$ cat config.mk
export PLATFORM = sky130hd
export DESIGN_NAME = frst_top
export DESIGN_NICKNAME = d
export VERILOG_FILES = /design/src/rtl/frst_pkg.sv /design/src/rtl/frst_seq.sv /design/src/rtl/frst_regs.sv /design/src/rtl/frst_acc.sv /design/src/rtl/frst_top.sv
export SDC_FILE = /design/constraint.sdc
export NUM_CORES = 1
export LEC_CHECK = 0
export CAP_MARGIN = 40
export CORE_ASPECT_RATIO = 2
export CORE_MARGIN = 10
export CORE_UTILIZATION = 50
export DETAILED_ROUTE_END_ITERATION = 8
export PLACE_DENSITY = 0.74
export REMOVE_ABC_BUFFERS = 1
export SKIP_LAST_GASP = 1
export SLEW_MARGIN = 20
export SYNTH_ARGS = -nofsm -noshare
export SYNTH_HDL_FRONTEND = slang
export SYNTH_SLANG_ARGS = --single-unit
export TNS_END_PERCENT = 100
$ cat constraint.sdc
create_clock -name clk -period 4.8 [get_ports clk]
set_input_delay 0.48 -clock clk [delete_from_list [all_inputs] [get_ports clk]]
set_output_delay 0.48 -clock clk [all_outputs]
set_load 0.01 [all_outputs]
$ cat src/rtl/frst_pkg.sv
package frst_pkg;
   typedef enum logic [1:0] {
      SQ_IDLE  = 2'd0,
      SQ_HVOFF = 2'd1,
      SQ_COPY  = 2'd2,
      SQ_HOLD  = 2'd3
   } seq_st_t;

   localparam int CTL_HV  = 0;
   localparam int CTL_INH = 1;
   localparam int CTL_WT  = 2;
endpackage

$ cat src/rtl/frst_seq.sv
module frst_seq
   import frst_pkg::*;
#(
   parameter int NREG = 4,
   parameter int AW   = 2
) (
   input  logic          clk,
   input  logic          por_n,
   input  logic          mrst_n,
   input  logic          inhibit,
   input  logic          hv_on,
   input  logic          hv_off_ack,
   output seq_st_t       state,
   output logic          hv_off_req,
   output logic          shd_rd,
   output logic [AW-1:0] shd_addr
);
   localparam logic [AW-1:0] LAST = AW'(NREG - 1);

   seq_st_t       st_q;
   logic [AW-1:0] cnt_q;

   always_ff @(posedge clk or negedge por_n) begin
      if (!por_n) begin
         st_q  <= SQ_IDLE;
         cnt_q <= '0;
      end else begin
         case (st_q)
            SQ_IDLE: begin
               cnt_q <= '0;
               if (!mrst_n && !inhibit) st_q <= hv_on ? SQ_HVOFF : SQ_COPY;
            end
            SQ_HVOFF: if (hv_off_ack) st_q <= SQ_COPY;
            SQ_COPY: begin
               if (cnt_q == LAST) st_q <= SQ_HOLD;
               else               cnt_q <= cnt_q + 1'b1;
            end
            SQ_HOLD:  if (mrst_n) st_q <= SQ_IDLE;
            default:  st_q <= SQ_IDLE;
         endcase
      end
   end

   assign state      = st_q;
   assign hv_off_req = (st_q == SQ_HVOFF);
   assign shd_rd     = (st_q == SQ_COPY);
   assign shd_addr   = cnt_q;

   assert_copy_order_R5: assert property (@(posedge clk) disable iff (!por_n)
      (shd_rd && $past(shd_rd)) |-> (shd_addr == AW'($past(shd_addr) + 1'b1)));

   assert_inhibit_holds_R3: assert property (@(posedge clk) disable iff (!por_n)
      (state == SQ_IDLE && inhibit) |=> (state == SQ_IDLE));

   assert_ack_before_copy_R4: assert property (@(posedge clk) disable iff (!por_n)
      ($past(state) == SQ_HVOFF && state == SQ_COPY) |-> $past(hv_off_ack));
endmodule

$ cat src/rtl/frst_regs.sv
module frst_regs
   import frst_pkg::*;
#(
   parameter int NREG = 4,
   parameter int DW   = 8,
   parameter int AW   = 2
) (
   input  logic          clk,
   input  logic          por_n,
   input  logic          copy_we,
   input  logic [AW-1:0] copy_idx,
   input  logic [DW-1:0] copy_data,
   input  logic          sw_we,
   input  logic [AW-1:0] sw_idx,
   input  logic [DW-1:0] sw_data,
   input  logic          hv_clr,
   input  logic [AW-1:0] rd_idx,
   output logic [DW-1:0] rd_data,
   output logic [DW-1:0] ctrl
);
   logic [DW-1:0] q [NREG];

   for (genvar i = 0; i < NREG; i++) begin : g_reg
      localparam logic [DW-1:0] LMASK = (i == 0) ?
         ~((DW'(1) << CTL_HV) | (DW'(1) << CTL_INH)) : {DW{1'b1}};
      logic [DW-1:0] d;

      always_comb begin
         d = q[i];
         if (copy_we && copy_idx == AW'(i))   d = copy_data & LMASK;
         else if (sw_we && sw_idx == AW'(i))  d = sw_data;
         if (i == 0 && hv_clr)                d[CTL_HV] = 1'b0;
      end

      always_ff @(posedge clk or negedge por_n) begin
         if (!por_n) q[i] <= '0;
         else        q[i] <= d;
      end
   end

   always_comb begin
      rd_data = '0;
      for (int k = 0; k < NREG; k++)
         if (rd_idx == AW'(k)) rd_data = q[k];
   end

   assign ctrl = q[0];

   assert_hv_cleared_R8: assert property (@(posedge clk) disable iff (!por_n)
      hv_clr |=> !ctrl[CTL_HV]);
endmodule

$ cat src/rtl/frst_acc.sv
module frst_acc #(
   parameter int AW     = 2,
   parameter int DW     = 8,
   parameter int WAIT_W = 2
) (
   input  logic              clk,
   input  logic              por_n,
   input  logic              req,
   input  logic              we,
   input  logic [AW-1:0]     addr,
   input  logic [DW-1:0]     wdata,
   input  logic [WAIT_W-1:0] wait_cfg,
   input  logic              block,
   output logic              busy,
   output logic              done,
   output logic              wr_en,
   output logic [AW-1:0]     cur_idx,
   output logic [DW-1:0]     wr_data
);
   logic [WAIT_W-1:0] wc_q;
   logic              we_q;

   always_ff @(posedge clk or negedge por_n) begin
      if (!por_n) begin
         busy    <= 1'b0;
         wc_q    <= '0;
         we_q    <= 1'b0;
         cur_idx <= '0;
         wr_data <= '0;
      end else if (block) begin
         busy <= 1'b0;
      end else if (busy) begin
         if (wc_q == '0) busy <= 1'b0;
         else            wc_q <= wc_q - 1'b1;
      end else if (req) begin
         busy    <= 1'b1;
         wc_q    <= wait_cfg;
         we_q    <= we;
         cur_idx <= addr;
         wr_data <= wdata;
      end
   end

   assign done  = busy && (wc_q == '0) && !block;
   assign wr_en = done && we_q;

   assert_abort_drops_R12: assert property (@(posedge clk) disable iff (!por_n)
      block |=> !busy);
endmodule

$ cat src/rtl/frst_top.sv
module frst_top
   import frst_pkg::*;
#(
   parameter int NREG     = 4,
   parameter int DW       = 8,
   parameter int WAIT_W   = 2,
   parameter int MRST_MIN = 512,
   localparam int AW      = (NREG > 1) ? $clog2(NREG) : 1
) (
   input  logic          clk,
   input  logic          por_n,
   input  logic          mrst_n,
   input  logic          srst_n,
   input  logic          acc_req,
   input  logic          acc_we,
   input  logic [AW-1:0] acc_addr,
   input  logic [DW-1:0] acc_wdata,
   output logic [DW-1:0] acc_rdata,
   output logic          acc_done,
   output logic          acc_refused,
   output logic          biu_ready,
   output logic          hv_en,
   output logic          rst_inhibit,
   output logic          hv_off_req,
   input  logic          hv_off_ack,
   output logic          shd_rd,
   output logic [AW-1:0] shd_addr,
   input  logic [DW-1:0] shd_data
);
   localparam int SEQ_CYC = NREG + 2;

   if (DW < CTL_WT + WAIT_W) begin : g_bad_width
      $error("frst_top: DW too small for control fields");
   end
   if (NREG < 1) begin : g_bad_depth
      $error("frst_top: NREG must be at least 1");
   end
   if (SEQ_CYC >= MRST_MIN) begin : g_bad_window
      $error("frst_top: shadow copy does not fit the master reset window");
   end

   seq_st_t       st;
   logic [DW-1:0] ctrl;
   logic          rst_active, sys_act, busy, wr_en;
   logic [AW-1:0] cur_idx;
   logic [DW-1:0] wr_data;

   assign rst_inhibit = ctrl[CTL_INH];
   assign hv_en       = ctrl[CTL_HV];
   assign rst_active  = (st != SQ_IDLE) || (!rst_inhibit && (!mrst_n || !srst_n));
   assign sys_act     = (st == SQ_IDLE) && !rst_inhibit && !srst_n && mrst_n;
   assign biu_ready   = !rst_active && !busy;
   assign acc_refused = acc_req && rst_active;

   frst_seq #(.NREG(NREG), .AW(AW)) u_seq (
      .clk(clk), .por_n(por_n), .mrst_n(mrst_n), .inhibit(rst_inhibit),
      .hv_on(hv_en), .hv_off_ack(hv_off_ack), .state(st),
      .hv_off_req(hv_off_req), .shd_rd(shd_rd), .shd_addr(shd_addr)
   );

   frst_regs #(.NREG(NREG), .DW(DW), .AW(AW)) u_regs (
      .clk(clk), .por_n(por_n), .copy_we(shd_rd), .copy_idx(shd_addr),
      .copy_data(shd_data), .sw_we(wr_en), .sw_idx(cur_idx), .sw_data(wr_data),
      .hv_clr(sys_act || hv_off_req), .rd_idx(cur_idx), .rd_data(acc_rdata),
      .ctrl(ctrl)
   );

   frst_acc #(.AW(AW), .DW(DW), .WAIT_W(WAIT_W)) u_acc (
      .clk(clk), .por_n(por_n), .req(acc_req), .we(acc_we), .addr(acc_addr),
      .wdata(acc_wdata), .wait_cfg(ctrl[CTL_WT +: WAIT_W]), .block(rst_active),
      .busy(busy), .done(acc_done), .wr_en(wr_en), .cur_idx(cur_idx),
      .wr_data(wr_data)
   );

   assert_refuse_in_reset_R2: assert property (@(posedge clk) disable iff (!por_n)
      (!mrst_n && !rst_inhibit) |-> (!biu_ready && !acc_done));

   assert_ready_after_release_R6: assert property (@(posedge clk) disable iff (!por_n)
      (st == SQ_HOLD && mrst_n && srst_n) |=> biu_ready);
endmodule

Word-level counts from Yosys, hierarchy flattened
Cells that the tools add are included.
Widths: inputs -> output; s select.
{"block": "classes", "n_bitwise": 2, "n_addsub": 2, "mux": 28, "n_eq_ne": 15, "n_reduce_logical": 42}
{"operator": "$mux 8", "n": 12}
{"operator": "$logic_and 1x1->1", "n": 18}
{"operator": "$mux 2", "n": 9}
{"operator": "$reduce_bool 2->1", "n": 7}
{"operator": "$eq 2x2->1 const B", "n": 6}
{"operator": "$logic_not 2->1", "n": 4}
{"operator": "$ne 2x2->1 const B", "n": 4}
{"operator": "$pmux 2 s4", "n": 1}
{"operator": "$eq 2x1->1 const B", "n": 3}
{"operator": "$reduce_and 3->1", "n": 2}
{"operator": "$logic_not 1->1", "n": 5}
{"operator": "$mux 1", "n": 5}
{"operator": "$ne 2x1->1 const B", "n": 2}
{"operator": "$pmux 2 s2", "n": 1}
{"operator": "$reduce_and 4->1", "n": 1}
{"operator": "$logic_or 1x1->1", "n": 3}
{"operator": "$reduce_bool 3->1", "n": 1}
{"operator": "$add 2x1->2 const B", "n": 1}
{"operator": "$not 1->1", "n": 2}
{"operator": "$reduce_and 2->1", "n": 1}
{"operator": "$sub 2x1->2 const B", "n": 1}
{"block": "word_totals", "regBits": 50, "out_inout_bits": 17, "inputBits": 25}

Depth between registers and ports, before layout
{"block": "logic_depth", "depth_word": 11, "mapped_depth": 8}

Hierarchy
Synthesis repeated with hierarchy kept, for this count alone.
{"block": "hier_totals", "cells_unflattened": 273, "hier_area_um2": 2723.9}
{"module": "frst_regs", "n_inst": 1, "cells_per_inst": 197, "seq_area_each_um2": 800.8, "area_each_um2": 1750.4}
{"module": "frst_acc", "n_inst": 1, "cells_per_inst": 41, "seq_area_each_um2": 350.3, "area_each_um2": 630.6}
{"module": "frst_seq", "n_inst": 1, "cells_per_inst": 29, "seq_area_each_um2": 100.1, "area_each_um2": 301.5}
{"module": "frst_top", "n_inst": 1, "cells_per_inst": 6, "seq_area_each_um2": 0.0, "area_each_um2": 41.3}

Worst setup path before layout
Ideal clock, no wire load.
{"block": "synth_path", "kind": "register to output", "start": "reg u_acc.cur_idx[0]", "end": "out acc_rdata[0]", "required_time_ns": 4.320, "slack_ns": 3.055, "arrival_time_ns": 1.265, "stages_incl_launch_ff": 3, "path_cell_list": "dfrtp_1 buf_2 mux4_2"}
{"block": "synth_via", "elab_chain_len": 5}
{"item": "from (decl)", "line_no": "frst_acc.sv:17", "rtl": "output logic [AW-1:0] cur_idx,"}
{"item": "from (signal assigned)", "line_no": "frst_acc.sv:39", "rtl": "cur_idx <= addr;"}
{"item": "$logic_not 2->1", "line_no": "frst_regs.sv:44", "rtl": "if (rd_idx == AW'(k)) rd_data = q[k];"}
{"item": "$mux 8 (3 in a row)", "line_no": "frst_regs.sv:44"}
{"item": "$mux 8 (*)", "line_no": "frst_regs.sv:44"}
{"item": "to (decl)", "line_no": "frst_top.sv:18", "rtl": "output logic [DW-1:0] acc_rdata,"}
Mark *: on every way between the ends. The rest lies on a longest branch, timed or not.

Worst setup path after layout
{"block": "layout_path", "start": "in mrst_n", "end": "out acc_done"}
{"block": "layout_via", "elab_chain_len": 6}
{"item": "from (decl)", "line_no": "frst_top.sv:12", "rtl": "input logic mrst_n,"}
{"item": "$logic_not 1->1", "line_no": "frst_top.sv:50", "rtl": "assign rst_active = (st != SQ_IDLE) || (!rst_inhibit && (!mrst_n || !srst_n));"}
{"item": "$logic_or 1x1->1", "line_no": "frst_top.sv:50"}
{"item": "$logic_and 1x1->1", "line_no": "frst_top.sv:50"}
{"item": "$logic_or 1x1->1", "line_no": "frst_top.sv:50"}
{"item": "$logic_not 1->1", "line_no": "frst_acc.sv:44", "rtl": "assign done = busy && (wc_q == '0) && !block;"}
{"item": "$logic_and 1x1->1", "line_no": "frst_acc.sv:44"}
{"item": "to (decl)", "line_no": "frst_top.sv:19", "rtl": "output logic acc_done,"}
No other way between the ends.

==> impl.org <==
** Worst setup path
- Data required time of the worst path :: between 4000 and 5000 ps
- By instance count, the cell type seen most on the critical path is sky130_fd_sc_hd__clkdlybuf4s50_1.
- The startpoint identified for the worst register-to-register timing path is u_regs.ctrl[1]$_DFFE_PN0P_.
- Endpoint of the worst-slack reg-to-reg timing path :: u_acc.wr_data[2]$_DFFE_PN0P_
- FF-to-FF path depth :: 3
- In this run the worst path has a maximum fanout of 20.
- The slowest stage of the critical path belongs to the cell sky130_fd_sc_hd__a21o_1.
- Across all register-to-register paths, the minimum setup slack is 2600 ps.
- STA classifies the critical path startpoint as a primary input.
- Ordered cell list for the critical path :: clkdlybuf4s50_1, a21o_1, nand2_1, nor2_1, clkdlybuf4s50_1
- Critical path data arrival time :: 2440 ps
- Critical path class :: in -> out
- STA classifies the critical path endpoint as a primary output.
- Worst path max stage delay :: 570 ps

** GRT
- Number of antenna violations at the first check in global routing :: 0
- Via count of the first global-routing pass :: approximately 2.4k
- The first global-routing pass estimated 12500 um of wire.
- Global routing consumed, over all layers together, 16.3% of the routing resources.
- Summed over all layers, the global routing overflow is 0.
- Pin count of the biggest net entering global routing :: between 50 and 60

** Clocking
- Clock Sink Count :: 50
- Number of H-tree levels :: 2
- TritonCTS built the clock tree.
- Gates resized, CTS repair :: 0
- Reg clk slew, reported paths :: around 60 ps
- Deepest clock path buffer count :: 2
- Hold repair after CTS inserted 0 buffers.
- Post-CTS setup-driven buffer insertion count :: 0
- The tree is rooted in a sky130_fd_sc_hd__clkbuf_16.
- Clock latency of the later-clocked register in the worst-skew pair :: 290 ps
- Clock tree synthesis inserted a total of 5 buffers.

** Floorplanning
- Die Ht :: 128 um
- The floorplan step defined a die boundary enclosing 9540 um2.
- The total area inside the core boundary comes to 5710 um2.
- Initial Util :: 51.5%
- In this run the horizontal extent of the chip is 74.2 um.
- Top-level I/O count :: 42
- Standard-cell rows :: 39

** Timing
- Summed over all failing endpoints, the final setup total negative slack is 0 ps.
- Relative slew slack :: between 40% and 50%
- Final clock period utilization by the worst path :: 60.9%
- Number of max-slew violations in the final report :: 0
- Static timing analysis puts the maximum clock frequency at 0.342 GHz.
- Number of endpoints with negative hold slack in the final report :: 0
- Setup repair after global routing missed its margin :: no
- Pin slew with the least headroom to its limit :: 820 ps
- Period minus WS final :: 2920 ps
- Number of failing setup endpoints in the final timing report :: 0
- Setup slack after layout :: 1880 ps
- Final worst clock skew :: 7.18 ps

** Route
- Dividing the detail-routed via count by the number of cells gives 6.41.
- Summed over all layers, the routed wires come to 7490 um.
- In the final routed layout, each cell accounts on average for 20.1 um.
- Number of search-and-repair iterations in the first detailed-routing pass :: 4
- Remaining antenna violation count :: 0
- For this block, the initial DRC count from the detailed router was 184.
- The final route contains approximately 2.4k vias.
- In the routed design, unresolved DRC markers number 0.

** Synthesis
- For this run, the number of Yosys warnings is 0.
- Post-synthesis sequential element count :: 50
- After synthesis the cells add up to ~2900 um2.
- Synth unique cells :: 38
- Cells taking the most area after synthesis :: sky130_fd_sc_hd__dfrtp_1 (43%), sky130_fd_sc_hd__o31ai_1 (8.2%), sky130_fd_sc_hd__a31oi_1 (6.4%), sky130_fd_sc_hd__mux4_2 (5.4%), sky130_fd_sc_hd__or4b_1 (5.1%)
- Top-count cell post-synth :: sky130_fd_sc_hd__dfrtp_1
- After synthesis, flip-flops and latches occupy 42.5% of the total area.
- Fraction of synthesis flops using an asynchronous set or reset pin :: 100%
- Averaged over all synthesized cells, the footprint is roughly 10 um2.
- Fraction of synthesized cell area taken by the top area cell type :: 42.5%
- Commonest cells in the synthesized netlist :: sky130_fd_sc_hd__dfrtp_1 (50), sky130_fd_sc_hd__nor2_1 (33), sky130_fd_sc_hd__o31ai_1 (32), sky130_fd_sc_hd__a31oi_1 (30), sky130_fd_sc_hd__nand4_1 (17)
- Number of cells produced by synthesis :: 288
- The synthesized design spends more area on one cell type than any other, namely sky130_fd_sc_hd__dfrtp_1.
- Most frequently used flop master after synthesis :: sky130_fd_sc_hd__dfrtp_1
- Number of enable-type register cells in the synthesized netlist :: 0

** Placement
- Placer congestion estimate :: 0.812
- Counting tap cells, the placed design contains a total of 365 instances.
- Detailed-placement wirelength estimate :: around 5100 um
- Quantity of I/O buffers inserted on ports :: 41
- Worst slack, placed :: between 1500 and 2000 ps
- In this run the cell area measured after placement is 3310 um2.

** Final layout
- Fraction of layout cells with a size suffix above 1 :: 10.9%
- Synthesis-to-finish area growth :: 18.2%
- 0 antenna diodes ended up in the layout.
- Final non-filler cell area :: roughly 3500 um2
- In the final layout, the multi-input gates occupy around 1500 um2.
- After filler insertion, the fill cell instance count of the layout stands at 494.
- For this run, the post-layout net count is 345.
- Final Non-Filler Cells :: 373
- Seq. cell area :: approximately 1300 um2

** Run status
- The flow ran to the end, and the final reports show no timing, DRC or antenna violations.

** Power
- Total leakage power :: 0.00136 uW
- Maximum ir drop on the vdd rail :: approximately 0.00049 V
- Total power :: between 2000 and 2500 uW
- PwrDens :: 624 nW/um2

** Run
- The tool flagged a number of max-cap violations equal to 0.

** Min path
- Path category of the worst min-delay check :: in -> async
-- stage by stage --
stage	hold slack, ps	util, %
CTS	319	60.9
global placement	508	58.0
detailed placement	519	58.0
floorplan	184	-
global route	363	60.9
finish	293	60.9
-- worst max-delay path: cells and delay by family --
kind,cells,cell delay (ps)
and+or+nand+nor,2,300
buffers and inverters,2,1090
AOI/OAI and AO/OA,1,570
-- placed cells by master (no fill, tap or decap), types with 2 or more instances in the layout --
cell                              instances
sky130_fd_sc_hd__dfrtp_1                 50
sky130_fd_sc_hd__clkdlybuf4s50_1         40
sky130_fd_sc_hd__nor2_1                  33
sky130_fd_sc_hd__o31ai_1                 32
sky130_fd_sc_hd__a31oi_1                 30
sky130_fd_sc_hd__nand4_1                 17
sky130_fd_sc_hd__or4b_1                  15
sky130_fd_sc_hd__mux2_2                  11
sky130_fd_sc_hd__inv_1                   10
sky130_fd_sc_hd__nand2_1                  9
sky130_fd_sc_hd__ha_1                     9
sky130_fd_sc_hd__mux4_2                   7
sky130_fd_sc_hd__mux2i_1                  6
sky130_fd_sc_hd__o21ai_0                  5
sky130_fd_sc_hd__clkbuf_16                5
sky130_fd_sc_hd__nor2b_1                  3
sky130_fd_sc_hd__nand2b_1                 3
sky130_fd_sc_hd__buf_4                    3
sky130_fd_sc_hd__and2_1                   2
sky130_fd_sc_hd__nand3_1                  2
sky130_fd_sc_hd__a21oi_1                  2
sky130_fd_sc_hd__clkinv_2                 2
-- final cells by class --
type                    count  share of cell area, %
clock inverters             3                   1.15
flip-flops and latches     50                   36.0
clock buffers               5                   3.60
repair buffers             44                   12.3
inverters                  10                   1.08
well taps                  61                   2.19
multi-input cells         200                   43.7
-- worst max-delay path by stage --
stage / slack (ps) / to / from / depth (start not counted)
finish: 1880 / acc_done / mrst_n / 5
global route: 1760 / acc_refused / mrst_n / 5
CTS: 1900 / acc_done / mrst_n / 5
floorplan: 1980 / u_regs.q[6]$_DFFE_PN0P_ / u_seq.state[0]$_DFFE_PN0P_ / 5
detailed placement: 1910 / acc_done / mrst_n / 5
global placement: 1940 / acc_done / mrst_n / 5
-- metal layers --
| layer | up-vias | wire length (um) | global-route usage, % |
|---|---|---|---|
| li1 | 1147 | - | - |
| met1 | 1158 | 2880 | 20.0 |
| met2 | 77 | 4030 | 27.8 |
| met3 | 8 | 462 | 3.00 |
| met4 | 0 | 115 | 5.19 |
| met5 | - | 0 | 0 |
-- power by group --
part | switching [uW] | internal, uW | leakage [uW]
sequential | 196 | 620 | 0.000578
clock | 151 | 244 | 0.0000836
combinational | 467 | 493 | 0.000695
total | 814 | 1360 | 0.00136
-- logic make-up (layout without fill, tap and decap cells) --
group / after synthesis / in the layout / synth area share (%)
buf+inv: 38 / 62 / 5.82
flops: 50 / 50 / 42.5
xor+xnor: 1 / 1 / 0.298
mux: 25 / 25 / 12.5
fa+ha+maj: 9 / 9 / 3.83
simple gates: 91 / 91 / 17.9
compound gates: 74 / 74 / 17.1
-- flip-flops by register name, summed over array words and instances (netlist names) --
| signal | flops |
|---|---|
| u_acc.wr_data | 8 |
| u_seq.state | 2 |
| u_seq.shd_addr | 2 |
| u_acc.cur_idx | 2 |
| u_acc.wc_q | 2 |
| u_acc.busy | 1 |
| u_regs.q | 24 |
| u_regs.ctrl | 8 |
| u_acc.we_q | 1 |
(Power assumes the default switching activity.)
